`config.mk`:
```
export PLATFORM = sky130hd
export DESIGN_NAME = wid_fmt_sel
export DESIGN_NICKNAME = d
export VERILOG_FILES = /design/src/rtl/wid_fmt_pkg.sv /design/src/rtl/wid_mode_table.sv /design/src/rtl/wid_pix_decode.sv /design/src/rtl/wid_fmt_sel.sv
export SDC_FILE = /design/constraint.sdc
export NUM_CORES = 1
export LEC_CHECK = 0
export ABC_AREA = 1
export CORE_MARGIN = 2
export CORE_UTILIZATION = 50
export DETAILED_ROUTE_END_ITERATION = 12
export DONT_BUFFER_PORTS = 1
export PLACE_DENSITY_LB_ADDON = 0.3
export SLEW_MARGIN = 20
export SYNTH_ARGS = -nofsm -noshare
export SYNTH_HDL_FRONTEND = slang
export SYNTH_HIERARCHICAL = 1
export SYNTH_SLANG_ARGS = --single-unit
```
`constraint.sdc`:
```
create_clock -name clk -period 1.05 [get_ports clk]
set_input_delay 0.105 -clock clk [delete_from_list [all_inputs] [get_ports clk]]
set_output_delay 0.105 -clock clk [all_outputs]
set_load 0.03 [all_outputs]
```
`src/rtl/wid_fmt_pkg.sv`:
```
package wid_fmt_pkg;
  localparam int MODE_W = 3;

  typedef struct packed {
    logic sel;  // shown buffer: 0 low half, 1 high half
    logic dbl;  // double buffered
    logic rgb;  // direct color
  } wmode_t;

  typedef enum logic [1:0] {
    TAG_IDX = 2'd0,
    TAG_RGB = 2'd1,
    TAG_OVL = 2'd2
  } tag_t;
endpackage

```
`src/rtl/wid_mode_table.sv`:
```
module wid_mode_table #(
  parameter int AW = 4,
  parameter int DW = 3
) (
  input  logic          clk,
  input  logic          we,
  input  logic [AW-1:0] waddr,
  input  logic [DW-1:0] wdata,
  input  logic [AW-1:0] raddr,
  output logic [DW-1:0] rdata
);
  localparam int DEPTH = 1 << AW;

  logic [DW-1:0] mem [DEPTH];

  // write port and registered read port; read returns the old entry on collision
  always_ff @(posedge clk) begin
    if (we) mem[waddr] <= wdata;
    rdata <= mem[raddr];
  end
endmodule

```
`src/rtl/wid_pix_decode.sv`:
```
module wid_pix_decode
  import wid_fmt_pkg::*;
#(
  parameter int COLOR_W = 24,
  parameter int OVL_W = 4,
  parameter int IDX_W = COLOR_W / 2,
  parameter logic [IDX_W-1:0] OVL_BASE = '1
) (
  input  wmode_t             mode,
  input  logic [OVL_W-1:0]   ovl,
  input  logic [COLOR_W-1:0] color,
  output logic [1:0]         tag,
  output logic [COLOR_W-1:0] data
);
  localparam int HALF_W = COLOR_W / 2;
  localparam int CH_W = HALF_W / 3;
  localparam int OCH_W = COLOR_W / 3;

  logic [HALF_W-1:0]  half;
  logic [COLOR_W-1:0] expanded;
  logic [IDX_W-1:0]   ovl_idx;

  always_comb begin
    if (mode.dbl && mode.sel) half = color[COLOR_W-1:HALF_W];
    else                      half = color[HALF_W-1:0];
  end

  // widen each short channel by repeating it
  for (genvar c = 0; c < 3; c++) begin : g_ch
    assign expanded[c*OCH_W +: OCH_W] = {half[c*CH_W +: CH_W], half[c*CH_W +: CH_W]};
  end

  assign ovl_idx = OVL_BASE + IDX_W'(ovl);

  always_comb begin
    if (ovl != '0) begin
      tag  = TAG_OVL;
      data = COLOR_W'(ovl_idx);
    end else if (mode.rgb) begin
      tag  = TAG_RGB;
      data = mode.dbl ? expanded : color;
    end else begin
      tag  = TAG_IDX;
      data = COLOR_W'(half);
    end
  end
endmodule

```
`src/rtl/wid_fmt_sel.sv`:
```
module wid_fmt_sel
  import wid_fmt_pkg::*;
#(
  parameter int COLOR_W = 24,
  parameter int WID_W = 4,
  parameter int OVL_W = 4,
  parameter int IDX_W = COLOR_W / 2,
  parameter logic [IDX_W-1:0] OVL_BASE = 12'hFF0
) (
  input  logic               clk,
  input  logic               rst,
  input  logic               cfg_we,
  input  logic [WID_W-1:0]   cfg_addr,
  input  logic [MODE_W-1:0]  cfg_wdata,
  input  logic               in_valid,
  input  logic [WID_W-1:0]   in_wid,
  input  logic [OVL_W-1:0]   in_ovl,
  input  logic [COLOR_W-1:0] in_color,
  output logic               out_valid,
  output logic [1:0]         out_tag,
  output logic [COLOR_W-1:0] out_data
);
  // stage 1: table lookup alongside registered pixel fields
  logic [MODE_W-1:0]  mode_raw;
  logic               v1;
  logic [OVL_W-1:0]   ovl1;
  logic [COLOR_W-1:0] col1;
  logic [1:0]         dec_tag;
  logic [COLOR_W-1:0] dec_data;

  wid_mode_table #(.AW(WID_W), .DW(MODE_W)) u_tbl (
    .clk   (clk),
    .we    (cfg_we),
    .waddr (cfg_addr),
    .wdata (cfg_wdata),
    .raddr (in_wid),
    .rdata (mode_raw)
  );

  always_ff @(posedge clk) begin
    if (rst) v1 <= 1'b0;
    else     v1 <= in_valid;
    ovl1 <= in_ovl;
    col1 <= in_color;
  end

  wid_pix_decode #(
    .COLOR_W (COLOR_W),
    .OVL_W   (OVL_W),
    .IDX_W   (IDX_W),
    .OVL_BASE(OVL_BASE)
  ) u_dec (
    .mode  (wmode_t'(mode_raw)),
    .ovl   (ovl1),
    .color (col1),
    .tag   (dec_tag),
    .data  (dec_data)
  );

  // stage 2: registered outputs, zeroed when idle
  always_ff @(posedge clk) begin
    if (rst || !v1) begin
      out_valid <= 1'b0;
      out_tag   <= '0;
      out_data  <= '0;
    end else begin
      out_valid <= 1'b1;
      out_tag   <= dec_tag;
      out_data  <= dec_data;
    end
  end
endmodule

```
; Word level (Yosys, flattened, before mapping)
; Memory sizes are Yosys's and may differ from the RTL's. A register that Yosys moved wholly into a read port is not among the register bits.
; Cells that the tools add are included.
[classes]
n_bitwise = 1
add_sub_neg = 1
mux = 9
reduce_logical = 6
[ops]
columns = op, count
row1 = $mux W12, 3
row2 = $mux W24, 1
row3 = $add A5 B5 Y6 const A, 1
row4 = $mux W1, 4
row5 = $reduce_bool A4 Y1, 1
row6 = $reduce_or A3 Y1, 1
row7 = $mux W2, 1
row8 = $reduce_or A2 Y1, 1
row9 = $logic_and A1 B1 Y1, 1
row10 = $logic_not A1 Y1, 1
row11 = $logic_or A1 B1 Y1, 1
row12 = $not A1 Y1, 1
[word_totals]
mem_count = 1
reg_bits = 56
ram_bits = 48
elab_cells = 26
output_inout_bits = 27
in_bits = 43
[memory_table]
columns = memory, words, width, rd, rd_clocked_by_memory_dff, write_ports, line_no
row1 = u_tbl.mem, 16, 3, 1, 1, 1, wid_mode_table.sv:14  ; logic [DW-1:0] mem [DEPTH];

; Longest topological paths before layout
; Gate-level depths: netlist of the first run.
[depth]
depth_word = 5
ltp_mapped = 9
ltp_nobuf = 8

; Modules after synthesis
; Netlist of the first run, hierarchy kept.
[by_module_without_submodules]
columns = module, seq_area_each_um2, cells_each, area_per_inst_um2, instances
row1 = wid_mode_table, 1501.4, 224, 2239.6, 1
row2 = wid_fmt_sel, 1121.1, 115, 1430.1, 1
row3 = wid_pix_decode, 0.0, 150, 686.9, 1

; Worst setup path before layout of the first run
; OpenSTA, ideal clock, no wires.
[synth_path]
path_type = flip-flop to flip-flop
from = reg ovl1[2]
to = reg out_data[15]
n_path_buf = 1
stages_incl_launch_ff = 9
required_time_ps = 989
period_less_slack_ps = 1155
t_arrival_ps = 1094
path_slack_ps = -105
setup_time_ps = 61
cell_sequence = dfxtp_1 -> nor2_2 -> nand3_4 -> clkinv_2 -> nand2_4 -> buf_6 -> a21oi_1 -> inv_1 -> nor2_4
[synth_via]
elab_chain_len = 2
[synth_lines]
columns = element, line_no
row1 = from (decl), wid_fmt_sel.sv:26  ; logic [OVL_W-1:0] ovl1;
row2 = from (signal assigned), wid_fmt_sel.sv:43  ; ovl1 <= in_ovl;
row3 = $reduce_bool A4 Y1, wid_pix_decode.sv:36  ; if (ovl != '0) begin
row4 = $reduce_or A3 Y1 (no source line), -
row5 = to (signal assigned), wid_fmt_sel.sv:69  ; out_data <= dec_data;
row6 = to (decl), wid_fmt_sel.sv:21  ; output logic [COLOR_W-1:0] out_data
; Every way passes these cells.
; A chain may end at the register's enable or synchronous reset.

; Worst setup path after layout of the first run
[layout_path]
from = reg u_tbl.rdata[1], read port of u_tbl.mem
to = reg out_data[23]
[layout_via]
elab_chain_len = 3
[layout_lines]
columns = element, line_no
row1 = from (decl), wid_mode_table.sv:10  ; output logic [DW-1:0] rdata
row2 = $logic_and A1 B1 Y1, wid_pix_decode.sv:24  ; if (mode.dbl && mode.sel) half = color[COLOR_W-1:HALF_W];
row3 = $mux W12, wid_pix_decode.sv:24
row4 = $mux W24 *, wid_pix_decode.sv:41  ; data = mode.dbl ? expanded : color;
; Mark *: on every way between the ends. The rest lies on a longest branch, timed or not.

==> metrics.txt, run 1 <==
DRT met1 WL 3460 µm; grt ovf 0; clock skew after layout 10.6 ps; Compound-Gate Fraction of Synth Area 3.10%; Inserted Clock Buffers 9; Ports 70; design area 5260 µm²; Synth cell types 20; core area 8590 µm²; startpoint class of the critical path register; H-tree depth 3; Cell Chain, Critical Path buf_6 -> nand3_2 -> nand2_2 -> nand2_2 -> a21oi_2 -> inv_1 -> nor2_1; number of global-route vias before repair 3149; DR WL met2 4830 µm; uppermost layer routed met4; Synth Area in XOR/XNOR 0%; Post-Syn Area per Cell 8.91 µm²; root buffer cell clkbuf_8; total power 8140 µW; biggest area consumer among synthesized cells edfxtp_1; ratio of cells with drive above 1 in the final layout 18.2%; leading cell type in the layout, fill and taps excluded nand2_1; CP peak stage delay 420 ps; Worst VDD drop 0.828 mV; initial antenna violation count 0; Mapped Area 4360 µm²; max-slew violation count 0; crit end category register; syn nets 532; Initial Util 50.7%; most frequent CP cell nand2_2; Pwr per Cell Area 1550 nW/µm²; Synth Register Bits 107; utilization after layout 61.2%; Residual DRC 0; max cap viols 0; Placed Cells 591; Rel. slew slack 55.2%; port bufs 0; # fillers 712; dpl cell area 4510 µm²; routed via count 3185; diode count 0; r2r startpoint u_tbl/rdata[1]$_DFF_P_; CP required 1350 ps; Die Span Y 97.3 µm; CP max-delay cell dfxtp_4; violated checks negative setup slack; multiplexer share of the synthesized area 0%; Final period util 108%; kind of critical path reg2reg; drt initial violations 88; per-cell routed wire length 13.8 µm; Hold Crit Class in2reg; clk_lat worst skew 360 ps; top-area cell type share of the netlist area 33.1%; Hold Path End u_tbl/rdata[1]$_DFF_P_; share of synthesized registers carrying an async set or reset 0%; vias per inst 4.92; global-route wire length before repair 14600 µm; Reg area 2630 µm²; main combinational cell family by area after synthesis simple AND/OR/NAND/NOR gates; GPL Wtd Cong 0.850; Fin. Hold Viols 0; multi-input combinational cell area 1410 µm²; Period minus WS final 1130 ps; most frequent cells in the layout nand2_1, inv_1, dfxtp_1; CTS tree built; Worst-Margin Slew 670 ps; FF-to-FF setup slack -80 ps; WL final 8920 µm; antenna-violating nets left 0; Hold Startpoint in_wid[1]; Clock Path Buffers 2; outcome finished, violations left; Finish-stage setup viols 17; largest net degree at the start of global routing 26; Post-synth EDFFs 48; sequential element share of the synthesized area 60.2%; crit path max fanout 7; # nets final 577; worst r2r dst out_data[23]$_SDFF_PP0_; Area Growth Syn to Fin 20.6%; Synth Area in Simple Gates 25.7%; Worst EP arrival 1430 ps; Layout Cells excl Fill 647; RSZ-0062 raised after global routing true; cells after synthesis 489; row cnt 34; met3 wire len 490 µm; Leak Pwr 0.00236 µW; Synth Flop Type dfxtp_1; die area 9480 µm²; worst reg-to-reg path cell count 7; DPL Wire Length 5840 µm; TritonCTS sink count 107; final setup margin -82.2 ps; GRT Util Overall 19.7%; die width 97.3 µm; clock-pin slew on the worst setup and hold paths 90 ps; DRT Pass-1 Iters 5; FMAX 883 MHz; synth top area cells edfxtp_1, dfxtp_1, nand2_1, inv_1, nand3_1; Synth warnings 6; Hold Path Cell Cnt 4; Synth Area in Adders 0%
## through the flow
| step | hold WS (ps) | TNS (ps) | worst slack, ps |
|---|---|---|---|
| finish | 36.0 | -684 | -82.2 |
| floorplan | 133 | -481 | -47.4 |
| CTS | 13.9 | -750 | -60.2 |
| global placement | 133 | -939 | -74.4 |
| global route | 42.9 | -2390 | -138 |
| detailed placement | 133 | -1340 | -123 |
## Yosys cell counts (3+ instances only)
cell / count
edfxtp_1: 48
inv_1: 82
nand2_4: 3
a21oi_1: 24
dfxtp_1: 59
buf_2: 7
nor2_2: 18
nand3_1: 57
buf_6: 5
buf_4: 4
nor2_1: 25
nand2_1: 144
## report_power, final
group	total [µW]	switching, µW	internal [µW]
clock network	2620	1260	1350
logic	911	530	381
registers	4610	126	4480
total	8140	1920	6220
## logic make-up (layout without fill, tap and decap cells)
group	after synthesis	count (layout)
AND/OR/NAND/NOR	252	253
buffers and inverters	104	153
flip-flops	107	107
AO/OA/AOI/OAI	26	26
## sequential cells by signal, indices dropped and copies added, names as in the netlist
name and cells:
ovl1 4, out_data 24, u_tbl/mem 48, u_tbl/rdata 3
col1 24, out_tag 2, out_valid 1, v1 1
## worst max path at each step
stage | start | endpoint | slack (ps) | depth (start not counted)
finish | u_tbl/rdata[1]$_DFF_P_ | out_data[23]$_SDFF_PP0_ | -80 | 7
global placement | u_tbl/rdata[1]$_DFF_P_ | out_data[8]$_SDFF_PP0_ | -70 | 8
CTS | u_tbl/rdata[1]$_DFF_P_ | out_data[23]$_SDFF_PP0_ | -60 | 7
floorplan | ovl1[1]$_DFF_P_ | out_data[15]$_SDFF_PP0_ | -50 | 8
detailed placement | u_tbl/rdata[1]$_DFF_P_ | out_data[23]$_SDFF_PP0_ | -120 | 7
global route | u_tbl/rdata[1]$_DFF_P_ | out_data[23]$_SDFF_PP0_ | -140 | 7
## critical path: cells and delay by family, from the launching register on
kind / cells / cell delay, ps
AO/OA/AOI/OAI: 1 / 140
buffers and inverters: 2 / 210
flip-flops: 1 / 420
AND/OR/NAND/NOR: 4 / 310
## area by class of cell
cell class	count	share of cell area (%)
multi-input combinational	279	26.9
tap	108	2.57
inverter	86	6.29
timing repair buffer	51	10.0
clock buffer	12	2.95
sequential	107	50.1
clock inverter	4	1.19
## layer usage
layer | GRT usage (%) | up-vias
met5 | 0 | -
met1 | 22.0 | 1482
met3 | 4.96 | 14
met2 | 36.8 | 89
li1 | - | 1600
met4 | 6.30 | 0
## repair_timing
item	in CTS	in global routing
buffers inserted	3	0
endpoints found under the hold margin	82	1
cloned	1	0
resized for setup	25	10
pin swaps	20	16
setup endpoints to repair	24	42
hold buffers	36	1
Note: power is estimated with default switching activity, not from simulation.
==> run 2: changes to the inputs <==
--- a/config.mk
+++ b/config.mk
@@ -5,9 +5,9 @@
 export SDC_FILE = /design/constraint.sdc
 export NUM_CORES = 1
 export LEC_CHECK = 0
-export ABC_AREA = 1
 export CORE_MARGIN = 2
 export CORE_UTILIZATION = 50
+export CTS_BUF_LIST = sky130_fd_sc_hd__clkbuf_8
 export DETAILED_ROUTE_END_ITERATION = 12
 export DONT_BUFFER_PORTS = 1
 export PLACE_DENSITY_LB_ADDON = 0.3
==> run 2 against run 1 <==
Compared with the run above:
- the flow still finishes with violations (negative setup slack)
- first-iteration DRC count shrank 49%
- sequential cell count is the same
- synthesized cell count shrank 43%
- count of clock-buffer cells in the layout shrank 3
- synthesized area shrank 6.9%
- core utilization grew 3.1 points
- sequential power is essentially flat
- clock power shrank 2%
- clock skew shrank 2.4 ps
- worst hold slack lost 5.8 ps
- non-clock buffer count grew 9
- highest routed layer unchanged
==> metrics.txt, run 2 <==
GPL Wtd Cong 0.890 (+4.7%); kind of critical path reg2reg; clock skew after layout 8.18 ps (-2.41 ps); Gate power share 10.1% (-1.1 points); per-cell routed wire length 18.0 µm (+30%); DPL Wire Length 5330 µm (-8.8%); DR WL met2 4240 µm (-12%); Finish-stage setup viols 29 (+12); met3 wire len 505 µm (+3.1%); count leader, synth dfxtp_1; root buffer cell clkbuf_8; # nets final 377 (-35%); RSZ-0062 raised after global routing true; die width 94.1 µm (-3.4%); syn nets 320 (-40%); switching portion of total power 24.2% (+0.54 points); Leak Pwr 0.00196 µW (-17%); Placed Cells 385 (-35%); Post-synth EDFFs 48 (unchanged); Synth warnings 6 (unchanged); Hold Crit Class in2reg; Rel. slew slack 44.5% (-11 points); synth top area cells edfxtp_1, dfxtp_1, mux2i_1, mux4_1, and3b_1; GRT Util Overall 18.6% (-1.1 points); top-area cell type share of the netlist area 35.5% (+2.4 points); Largest regs u_tbl/mem x48, col1 x24, out_data x24; Synth Register Bits 107 (unchanged); sequential power share 57.8% (+1.2 points); largest net degree at the start of global routing 29 (+12%); dpl ws -321 ps (-198 ps); Clock Path Buffers 2 (unchanged); Fin. Hold Viols 0 (unchanged); CP peak stage delay 420 ps (about the same); sequential element share of the synthesized area 64.7% (+4.5 points); Post-Syn Area per Cell 14.6 µm² (+64%); Reg area 2630 µm² (unchanged); diode count 0 (unchanged); Worst VDD drop 1.06 mV (+28%); design area 5020 µm² (-4.5%); routed via count 2432 (-24%); global-route wire length before repair 12100 µm (-17%); share of synthesized registers carrying an async set or reset 0% (unchanged); uppermost layer routed met4; drt initial violations 45 (-49%); antenna-violating nets left 0 (unchanged); clk_lat worst skew 360 ps (about the same); startpoint class of the critical path register; crit path max fanout 4 (-3); max-slew violation count 0 (unchanged); Initial Util 52.0% (+1.3 points); Period minus WS final 1310 ps (+179 ps); number of global-route vias before repair 2504 (-20%); grt ovf 0 (unchanged); multi-input combinational cell area 1440 µm² (+2.3%); Final period util 125% (+17 points); Pwr per Cell Area 1600 nW/µm² (+3.1%); initial antenna violation count 0 (unchanged); largest register by flop count u_tbl/mem; outcome finished, violations left; NetSw 1930 µW (+0.67%); Layout Cells excl Fill 441 (-32%); FMAX 762 MHz (-14%); Cell Int Power 6070 µW (-2.3%); clock-pin slew on the worst setup and hold paths 100 ps (about the same); WL final 7920 µm (-11%); DRT met1 WL 3010 µm (-13%); port bufs 0 (unchanged); Die Span Y 94.1 µm (-3.4%); most frequent cells in the layout dfxtp_1, edfxtp_1, dlygate4sd3_1; leading cell type in the layout, fill and taps excluded dfxtp_1; Cell Chain, Critical Path buf_6 -> mux2i_1 -> and2_4 -> buf_6 -> nor3_2 -> and3b_1; Inserted Clock Buffers 9 (unchanged); cells after synthesis 277 (-43%); row cnt 32 (-5.9%); vias per inst 5.51 (+12%); Synth Flop Type dfxtp_1; die area 8850 µm² (-6.6%); final setup margin -262 ps (-179 ps); Area Growth Syn to Fin 23.7%; max reg flops 48 (unchanged); Synth cell types 33 (+65%); max cap viols 0 (unchanged); DRT Pass-1 Iters 4 (-1); # fillers 570 (-20%); Setup TNS -5660 ps (-4970 ps); Ports 70 (unchanged); H-tree depth 3 (unchanged); Worst-Margin Slew 832 ps (+162 ps); Worst EP arrival 1580 ps (+150 ps); Residual DRC 0 (unchanged); CTS tree built; most frequent CP cell buf_6; TritonCTS sink count 107 (unchanged); ratio of cells with drive above 1 in the final layout 23.6% (+5.4 points); core area 7810 µm² (-9.1%); CP required 1320 ps (-30 ps); biggest area consumer among synthesized cells edfxtp_1; crit end category register; Mapped Area 4060 µm² (-6.9%); top cells by count, synth dfxtp_1, edfxtp_1, nor2_1; dpl cell area 4280 µm² (-5.2%); Clk pwr share 32.1% (about the same); violated checks negative setup slack; CP max-delay cell dfxtp_4
-- run 2: cell count changes in the layout (fill, tap and decap cells not counted), moves of 7 or more --
cell	before	now
nand3_2	9	0
nor2_2	17	0
nand2_2	8	0
and3b_1	0	23
o21ai_0	0	7
nand3_1	48	7
buf_4	6	14
mux2i_1	0	20
inv_1	80	2
a21oi_1	9	0
a21oi_2	15	0
nand2_1	136	4
-- run 2: through the flow --
step	hold WS, ps	total power [µW]	util, %
floorplan	133	5130	-
global placement	133	5250	54.8
CTS	14.9	8030	63.5
finish	30.1	8010	64.2
global route	29.1	8290	64.2
detailed placement	133	5260	54.8
-- run 2: final timing paths --
kind,slack [ps],cells after the start,startpoint,endpoint
setup / recovery,-260,6,u_tbl/rdata[2]$_DFF_P_,out_data[15]$_SDFF_PP0_
setup reg to reg,-260,6,u_tbl/rdata[2]$_DFF_P_,out_data[15]$_SDFF_PP0_
hold reg to reg,650,2,ovl1[2]$_DFF_P_,out_data[2]$_SDFF_PP0_
hold / removal,30,3,in_wid[3],u_tbl/rdata[1]$_DFF_P_
-- run 2: critical path: cells and delay by family, from the launching register on --
kind	cells	cell delay, ps
buffers and inverters	2	230
flip-flops	1	420
multiplexers	1	210
AND/OR/NAND/NOR	3	360
-- run 2: cells by family (layout without fill, tap and decap cells) --
group,count (synthesis),after routing,share of synthesized area (%)
buffers and inverters,16,78,2.50
and+or+nand+nor,87,87,13.5
muxes,36,36,13.3
DFF,107,107,64.7
AOI/OAI and AO/OA,31,31,5.98
-- run 2: cell type report --
| class | count | area share (%) |
|---|---|---|
| timing repair buffer | 60 | 11.9 |
| tap | 102 | 2.54 |
| clock buffer | 9 | 2.47 |
| inverter | 2 | 0.150 |
| sequential | 107 | 52.5 |
| clock inverter | 7 | 1.67 |
| multi-input combinational | 154 | 28.8 |
-- run 2: timing repair --
action / 4_1_cts / 5_1_grt
pin swaps: 5 / 3
endpoints found under the hold margin: 110 / 0
setup endpoints to repair: 30 / 31
setup buffers: 2 / 0
hold buffers: 38 / 0
resized for setup: 18 / 14
-- run 2: per-layer routing --
metal	up-vias	global-route usage (%)
li1	1155	-
met1	1186	19.5
met2	73	34.1
met3	18	5.46
met4	0	8.33
met5	-	0
-- run 2: power by group through the flow --
stage,clock [µW],sequential [µW],combinational [µW]
2_1_floorplan,0,4670,458
3_3_place_gp,0,4710,541
3_5_place_dp,0,4710,551
4_1_cts,2650,4620,758
5_1_grt,2780,4650,866
6_report,2570,4630,806
